<file path="src/rtl/atc_pkg.sv">
package atc_pkg;
  localparam int MAC_W  = 48;
  localparam int VID_W  = 12;
  localparam int AGE_W  = 8;
  localparam int PMAP_W = 8;
  localparam int ST_W   = 2;

  localparam logic [2:0] OP_READ   = 3'd0;
  localparam logic [2:0] OP_WRITE  = 3'd1;
  localparam logic [2:0] OP_FLUSH  = 3'd2;
  localparam logic [2:0] OP_SFIRST = 3'd4;
  localparam logic [2:0] OP_SNEXT  = 3'd5;

  localparam logic [ST_W-1:0] ST_EMPTY = 2'b00;

  localparam int BIT_BUSY = 31;
  localparam int BIT_END  = 14;
  localparam int BIT_HIT  = 13;
  localparam int BIT_INV  = 12;

  typedef struct packed {
    logic [MAC_W-1:0]  mac;
    logic [VID_W-1:0]  vid;
    logic [AGE_W-1:0]  age;
    logic [PMAP_W-1:0] pmap;
    logic [ST_W-1:0]   st;
  } ent_t;

  typedef enum logic [2:0] {
    S_IDLE, S_SCAN, S_APPLY, S_FLUSH, S_FIN
  } eng_st_e;
endpackage

</file>
<file path="src/rtl/atc_store.sv">
module atc_store
  import atc_pkg::*;
#(
  parameter int DEPTH = 16
) (
  input  logic                      clk,
  input  logic                      rst_n,
  input  logic                      wr_en,
  input  logic [$clog2(DEPTH)-1:0]  wr_idx,
  input  ent_t                      wr_ent,
  input  logic                      clr_all,
  input  logic [$clog2(DEPTH)-1:0]  rd_idx,
  output ent_t                      rd_ent,
  output logic                      rd_vld,
  output logic [DEPTH-1:0]          vld_vec
);
  logic [DEPTH-1:0] vld_q;
  ent_t             ent_q [DEPTH];

  always_ff @(posedge clk or negedge rst_n) begin
    if (!rst_n) begin
      vld_q <= '0;
    end else if (clr_all) begin
      vld_q <= '0;
    end else if (wr_en) begin
      vld_q[wr_idx] <= (wr_ent.st != ST_EMPTY);
    end
  end

  always_ff @(posedge clk) begin
    if (wr_en) begin
      ent_q[wr_idx] <= wr_ent;
    end
  end

  assign rd_ent  = ent_q[rd_idx];
  assign rd_vld  = vld_q[rd_idx];
  assign vld_vec = vld_q;
endmodule

</file>
<file path="src/rtl/atc_keycmp.sv">
module atc_keycmp
  import atc_pkg::*;
(
  input  ent_t             slot,
  input  logic             slot_vld,
  input  logic [MAC_W-1:0] key_mac,
  input  logic [VID_W-1:0] key_vid,
  output logic             key_hit
);
  assign key_hit = slot_vld && (slot.mac == key_mac) && (slot.vid == key_vid);
endmodule

</file>
<file path="src/rtl/atc_ctrl.sv">
module atc_ctrl
  import atc_pkg::*;
#(
  parameter int DEPTH = 16
) (
  input  logic                      clk,
  input  logic                      rst_n,
  input  logic                      reg_we,
  input  logic [1:0]                reg_addr,
  input  logic [31:0]               reg_wdata,
  output logic [31:0]               reg_rdata,
  output logic [$clog2(DEPTH)-1:0]  slot_idx,
  input  ent_t                      slot_ent,
  input  logic                      slot_vld,
  input  logic                      slot_hit,
  output logic [MAC_W-1:0]          key_mac,
  output logic [VID_W-1:0]          key_vid,
  output logic                      tbl_we,
  output logic [$clog2(DEPTH)-1:0]  tbl_idx,
  output ent_t                      tbl_ent,
  output logic                      tbl_clr,
  output logic [31:0]               cmd_word
);
  localparam int IDXW = $clog2(DEPTH);
  localparam logic [IDXW-1:0] LAST_IDX = IDXW'(DEPTH - 1);
  localparam logic [IDXW:0]   END_PTR  = (IDXW + 1)'(DEPTH);

  eng_st_e          state_q, state_d;
  logic [2:0]       code_q, code_d;
  logic [IDXW-1:0]  idx_q, idx_d;
  logic             fnd_q, fnd_d;
  logic [IDXW-1:0]  fidx_q, fidx_d;
  logic             fre_q, fre_d;
  logic [IDXW-1:0]  freidx_q, freidx_d;
  logic [IDXW:0]    nxt_q, nxt_d;
  logic             inv_q, inv_d, hit_q, hit_d, end_q, end_d;
  logic [31:0]      w0_q, w0_d, w1_q, w1_d, w2_q, w2_d;
  logic             busy, host_cmd, is_search;

  assign busy      = (state_q != S_IDLE);
  assign host_cmd  = reg_we && (reg_addr == 2'd0) && reg_wdata[BIT_BUSY];
  assign is_search = (code_q == OP_SFIRST) || (code_q == OP_SNEXT);

  assign key_mac = {w0_q, w1_q[31:16]};
  assign key_vid = w1_q[VID_W-1:0];
  assign slot_idx = (state_q == S_APPLY) ? fidx_q : idx_q;

  always_comb begin
    tbl_ent      = '0;
    tbl_ent.mac  = {w0_q, w1_q[31:16]};
    tbl_ent.vid  = w1_q[VID_W-1:0];
    tbl_ent.age  = w2_q[31:24];
    tbl_ent.pmap = w2_q[23:16];
    tbl_ent.st   = w2_q[ST_W-1:0];
  end

  always_comb begin
    state_d  = state_q;
    code_d   = code_q;
    idx_d    = idx_q;
    fnd_d    = fnd_q;
    fidx_d   = fidx_q;
    fre_d    = fre_q;
    freidx_d = freidx_q;
    nxt_d    = nxt_q;
    inv_d    = inv_q;
    hit_d    = hit_q;
    end_d    = end_q;
    w0_d     = w0_q;
    w1_d     = w1_q;
    w2_d     = w2_q;
    tbl_we   = 1'b0;
    tbl_idx  = idx_q;
    tbl_clr  = 1'b0;

    unique case (state_q)
      S_IDLE: begin
        if (reg_we) begin
          unique case (reg_addr)
            2'd1: w0_d = reg_wdata;
            2'd2: w1_d = reg_wdata;
            2'd3: w2_d = reg_wdata;
            default: ;
          endcase
        end
        if (host_cmd) begin
          code_d = reg_wdata[2:0];
          inv_d  = 1'b0;
          hit_d  = 1'b0;
          end_d  = 1'b0;
          fnd_d  = 1'b0;
          fre_d  = 1'b0;
          idx_d  = '0;
          unique case (reg_wdata[2:0])
            OP_READ, OP_WRITE, OP_SFIRST: state_d = S_SCAN;
            OP_FLUSH: state_d = S_FLUSH;
            OP_SNEXT: begin
              if (nxt_q == END_PTR) begin
                end_d   = 1'b1;
                state_d = S_FIN;
              end else begin
                idx_d   = nxt_q[IDXW-1:0];
                state_d = S_SCAN;
              end
            end
            default: state_d = S_FIN;
          endcase
        end
      end

      S_SCAN: begin
        if (is_search) begin
          if (slot_vld) begin
            hit_d   = 1'b1;
            w0_d    = slot_ent.mac[47:16];
            w1_d    = {slot_ent.mac[15:0], 4'h0, slot_ent.vid};
            w2_d    = {slot_ent.age, slot_ent.pmap, 14'h0, slot_ent.st};
            nxt_d   = {1'b0, idx_q} + 1'b1;
            state_d = S_IDLE;
          end else if (idx_q == LAST_IDX) begin
            end_d   = 1'b1;
            nxt_d   = END_PTR;
            state_d = S_IDLE;
          end else begin
            idx_d = idx_q + 1'b1;
          end
        end else begin
          if (slot_hit && !fnd_q) begin
            fnd_d  = 1'b1;
            fidx_d = idx_q;
          end
          if (!slot_vld && !fre_q) begin
            fre_d    = 1'b1;
            freidx_d = idx_q;
          end
          if (idx_q == LAST_IDX) state_d = S_APPLY;
          else                   idx_d   = idx_q + 1'b1;
        end
      end

      S_APPLY: begin
        state_d = S_IDLE;
        if (code_q == OP_READ) begin
          if (fnd_q) begin
            w0_d = slot_ent.mac[47:16];
            w1_d = {slot_ent.mac[15:0], 4'h0, slot_ent.vid};
            w2_d = {slot_ent.age, slot_ent.pmap, 14'h0, slot_ent.st};
          end else begin
            inv_d = 1'b1;
          end
        end else if (tbl_ent.st == ST_EMPTY) begin
          if (fnd_q) begin
            tbl_we  = 1'b1;
            tbl_idx = fidx_q;
          end
        end else if (fnd_q) begin
          tbl_we  = 1'b1;
          tbl_idx = fidx_q;
        end else if (fre_q) begin
          tbl_we  = 1'b1;
          tbl_idx = freidx_q;
        end else begin
          inv_d = 1'b1;
        end
      end

      S_FLUSH: begin
        tbl_clr = 1'b1;
        state_d = S_IDLE;
      end

      S_FIN: state_d = S_IDLE;

      default: state_d = S_IDLE;
    endcase
  end

  always_ff @(posedge clk or negedge rst_n) begin
    if (!rst_n) begin
      state_q  <= S_IDLE;
      code_q   <= '0;
      idx_q    <= '0;
      fnd_q    <= 1'b0;
      fidx_q   <= '0;
      fre_q    <= 1'b0;
      freidx_q <= '0;
      nxt_q    <= END_PTR;
      inv_q    <= 1'b0;
      hit_q    <= 1'b0;
      end_q    <= 1'b0;
      w0_q     <= '0;
      w1_q     <= '0;
      w2_q     <= '0;
    end else begin
      state_q  <= state_d;
      code_q   <= code_d;
      idx_q    <= idx_d;
      fnd_q    <= fnd_d;
      fidx_q   <= fidx_d;
      fre_q    <= fre_d;
      freidx_q <= freidx_d;
      nxt_q    <= nxt_d;
      inv_q    <= inv_d;
      hit_q    <= hit_d;
      end_q    <= end_d;
      w0_q     <= w0_d;
      w1_q     <= w1_d;
      w2_q     <= w2_d;
    end
  end

  assign cmd_word = {busy, 16'h0, end_q, hit_q, inv_q, 9'h0, code_q};

  always_comb begin
    unique case (reg_addr)
      2'd0:    reg_rdata = cmd_word;
      2'd1:    reg_rdata = w0_q;
      2'd2:    reg_rdata = w1_q;
      default: reg_rdata = w2_q;
    endcase
  end
endmodule

</file>
<file path="src/rtl/atc_engine.sv">
module atc_engine
  import atc_pkg::*;
#(
  parameter int DEPTH = 16
) (
  input  logic        clk,
  input  logic        rst_n,
  input  logic        reg_we,
  input  logic [1:0]  reg_addr,
  input  logic [31:0] reg_wdata,
  output logic [31:0] reg_rdata
);
  localparam int IDXW = $clog2(DEPTH);

  logic [IDXW-1:0]  slot_idx, tbl_idx;
  ent_t             slot_ent, tbl_ent;
  logic             slot_vld, slot_hit, tbl_we, tbl_clr;
  logic [MAC_W-1:0] key_mac;
  logic [VID_W-1:0] key_vid;
  logic [DEPTH-1:0] vld_vec;
  logic [31:0]      cmd_word;

  atc_ctrl #(.DEPTH(DEPTH)) u_ctrl (
    .clk(clk), .rst_n(rst_n),
    .reg_we(reg_we), .reg_addr(reg_addr), .reg_wdata(reg_wdata), .reg_rdata(reg_rdata),
    .slot_idx(slot_idx), .slot_ent(slot_ent), .slot_vld(slot_vld), .slot_hit(slot_hit),
    .key_mac(key_mac), .key_vid(key_vid),
    .tbl_we(tbl_we), .tbl_idx(tbl_idx), .tbl_ent(tbl_ent), .tbl_clr(tbl_clr),
    .cmd_word(cmd_word)
  );

  atc_store #(.DEPTH(DEPTH)) u_store (
    .clk(clk), .rst_n(rst_n),
    .wr_en(tbl_we), .wr_idx(tbl_idx), .wr_ent(tbl_ent), .clr_all(tbl_clr),
    .rd_idx(slot_idx), .rd_ent(slot_ent), .rd_vld(slot_vld), .vld_vec(vld_vec)
  );

  atc_keycmp u_cmp (
    .slot(slot_ent), .slot_vld(slot_vld),
    .key_mac(key_mac), .key_vid(key_vid), .key_hit(slot_hit)
  );
endmodule

</file>
<file path="config.mk">
export PLATFORM = sky130hd
export DESIGN_NAME = atc_engine
export DESIGN_NICKNAME = d
export VERILOG_FILES = /design/src/rtl/atc_pkg.sv /design/src/rtl/atc_store.sv /design/src/rtl/atc_keycmp.sv /design/src/rtl/atc_ctrl.sv /design/src/rtl/atc_engine.sv
export SDC_FILE = /design/constraint.sdc
export NUM_CORES = 2
export LEC_CHECK = 0
export ABC_AREA = 1
export BUFFER_PORTS_ARGS = -buffer_cell sky130_fd_sc_hd__buf_2
export CORE_AREA = 8 8 348 350
export CTS_BUF_LIST = sky130_fd_sc_hd__clkbuf_2 sky130_fd_sc_hd__clkbuf_4 sky130_fd_sc_hd__clkbuf_8
export DETAILED_ROUTE_END_ITERATION = 8
export DIE_AREA = 0 0 356 358
export PLACE_DENSITY = 0.8
export SYNTH_ARGS = -nofsm -noshare
export SYNTH_HDL_FRONTEND = slang
export SYNTH_HIERARCHICAL = 1
export SYNTH_SLANG_ARGS = --single-unit
</file>
<file path="constraint.sdc">
create_clock -name clk -period 9.1 [get_ports clk]
set_input_delay 2.275 -clock clk [delete_from_list [all_inputs] [get_ports clk]]
set_output_delay 2.275 -clock clk [all_outputs]
set_load 0.1 [all_outputs]
</file>
==> reports/metrics.csv <==
metric,value,unit
dr_wl_met2,75530,um
peakVddDrop,0.3089,mV
skew,0.04686,ns
overflow,0,
place_area,63550,um^2
syn_area,62830,um^2
max_freq,0.1539,GHz
whs,0.4698,ns
powerDensity,290.6,nW/um^2
grt.total_usage,26.30,%
cp_max_fo,33,
vias,46201,
stdcell_count,8157,
setup_tns,0,ns
hp-start,u_ctrl/nxt_q[4],
r2r-end,u_ctrl/fidx_q[3],
tightestPinTransition,1.356,ns
drtPass1Iterations,8,
finalInstanceArea,67700,um^2
routedWlPerCell,21.12,um
p_leak,29.89,nW
grt_pass1_wl,256700,um
setup.worst_path.class,in -> out,
hp-class,reg -> reg,
finalHoldViolations,0,
tritoncts,yes,
slew_viol_final,0,
vias_per_cell,5.664,
cts_hold_buf,0,
post_cts_buffers,0,
die_y,358,um
design.portCount,69,
grt_max_degree,184,
syn_area_per_cell,9.599,um^2
met3_wirelength,27150,um
wl,172300,um
cts_made_buffers,208,
synthToLayoutAreaGrowth,7.753,%
gp_congestion,0.9009,
finalSetupViolCount,0,
start_util,54.43,%
ff2ff_path_depth,21,
endpoint_kind,primary output,
cap_violations,0,
post_cts_resized,0,
clk_path_buf_depth,3,
yosys_warnings,6,
portBuffers,68,
drive_above_1_share,7.829,%
power.total,19.68,mW
cts_root_buffer,clkbuf_8,
num_rows,125,
syn_inst,6545,
place.detailed.hpwl,90600,um
synth_nets,6583,
crit_required,6.83,ns
clkLatencyLatePin,0.87,ns
finalCriticalPeriod,6.497,ns
hold_depth,2,
final_nets,6502,
place_inst,7778,
drtIter0Drc,7158,
antenna_found_initial,8,
fillers,9044,
drc_errors,0,
core,115400,um^2
grt_pass1_vias,44396,
start_kind,primary input,
cts_sinks,1388,
period_share,71.40,%
die_area,127400,um^2
htreeDepth,4,
status,"finished, final reports clean",
wl_met1,61580,um
regToRegSetupSlack,3.21,ns
path_clk_slew,0.05,ns
top_layer,met5,
drtAntennaViolNets,0,
rr_startpoint,u_ctrl/state_q[0],
critical_path_arrival,4.22,ns
crit_start,reg_addr[1],
rsz0062_at_grt,no,
holdPathEnd,u_ctrl/nxt_q[4],
die_w,356,um
slew_headroom,9.404,%
layout make-up:
class	instances	area (um^2)	area share [%]
antenna	4	10.01	0.01479
sequential	1388	40980	60.53
tap	1524	1907	2.817
multi-input combinational	3630	15510	22.91
inverter	1108	4192	6.191
timing repair buffer	128	959.7	1.418
clock buffer	317	3825	5.650
clock inverter	58	317.8	0.4694
worst max-delay path, cell delays in order:
cell	delay (ns)
buf_2	0.11
inv_1	0.08
nor2_4	0.84
nand2_1	0.11
nand3_1	0.28
buf_2	0.49
metal layers:
metal	vias to the layer above	track usage, %
li1	20632	-
met1	21554	33.64
met5	-	0
met2	3411	40.28
met4	2	12.20
met3	602	9.306
worst max-delay path by stage:
stage / end / slack [ns]
finish: reg_rdata[24] / 2.60
global route: reg_rdata[24] / 2.57
CTS: reg_rdata[24] / 2.71
detailed placement: reg_rdata[24] / 2.71
global placement: reg_rdata[24] / 2.75
floorplan: reg_rdata[0] / 2.38
stage by stage:
stage / util, % / worst slack [ns]
floorplan: - / 2.375
global placement: 55.05 / 2.746
detailed placement: 55.05 / 2.711
CTS: 58.64 / 2.708
global route: 58.65 / 2.567
finish: 58.65 / 2.603
placed cells by master, fill, tap and decap left out, drive strengths merged, types with 3 or more instances in the layout:
master       n
edfxtp    1248
clkinv      49
nor3         4
inv       1112
diode        4
a21oi       21
nor2        86
o21ai      153
clkbuf     317
buf        128
clkinvlp     4
dfrtp      139
mux2i        3
nand4       16
xnor2       16
nand3      996
nand2     2332
power by group:
group / switching (mW) / internal [mW] / total [mW]
clock network: 2.36 / 2.70 / 5.05
logic: 4.12 / 1.40 / 5.52
registers: 1.13 / 7.98 / 9.10
total: 7.60 / 12.1 / 19.7
state kept, by name, indices dropped and copies added (netlist names):
| register | flops |
|---|---|
| u_ctrl/end_q | 1 |
| u_ctrl/w2_q | 32 |
| u_store/ent_q | 1248 |
| u_ctrl/inv_q | 1 |
| u_store/vld_vec | 16 |
| u_ctrl/nxt_q | 5 |
| u_ctrl/freidx_q | 4 |
| u_ctrl/state_q | 3 |
| u_ctrl/idx_q | 4 |
| u_ctrl/fidx_q | 4 |
| u_ctrl/fnd_q | 1 |
| u_ctrl/hit_q | 1 |
| u_ctrl/fre_q | 1 |
| u_ctrl/w0_q | 32 |
| u_ctrl/code_q | 3 |
| u_ctrl/w1_q | 32 |
(Power assumes the default switching activity.)
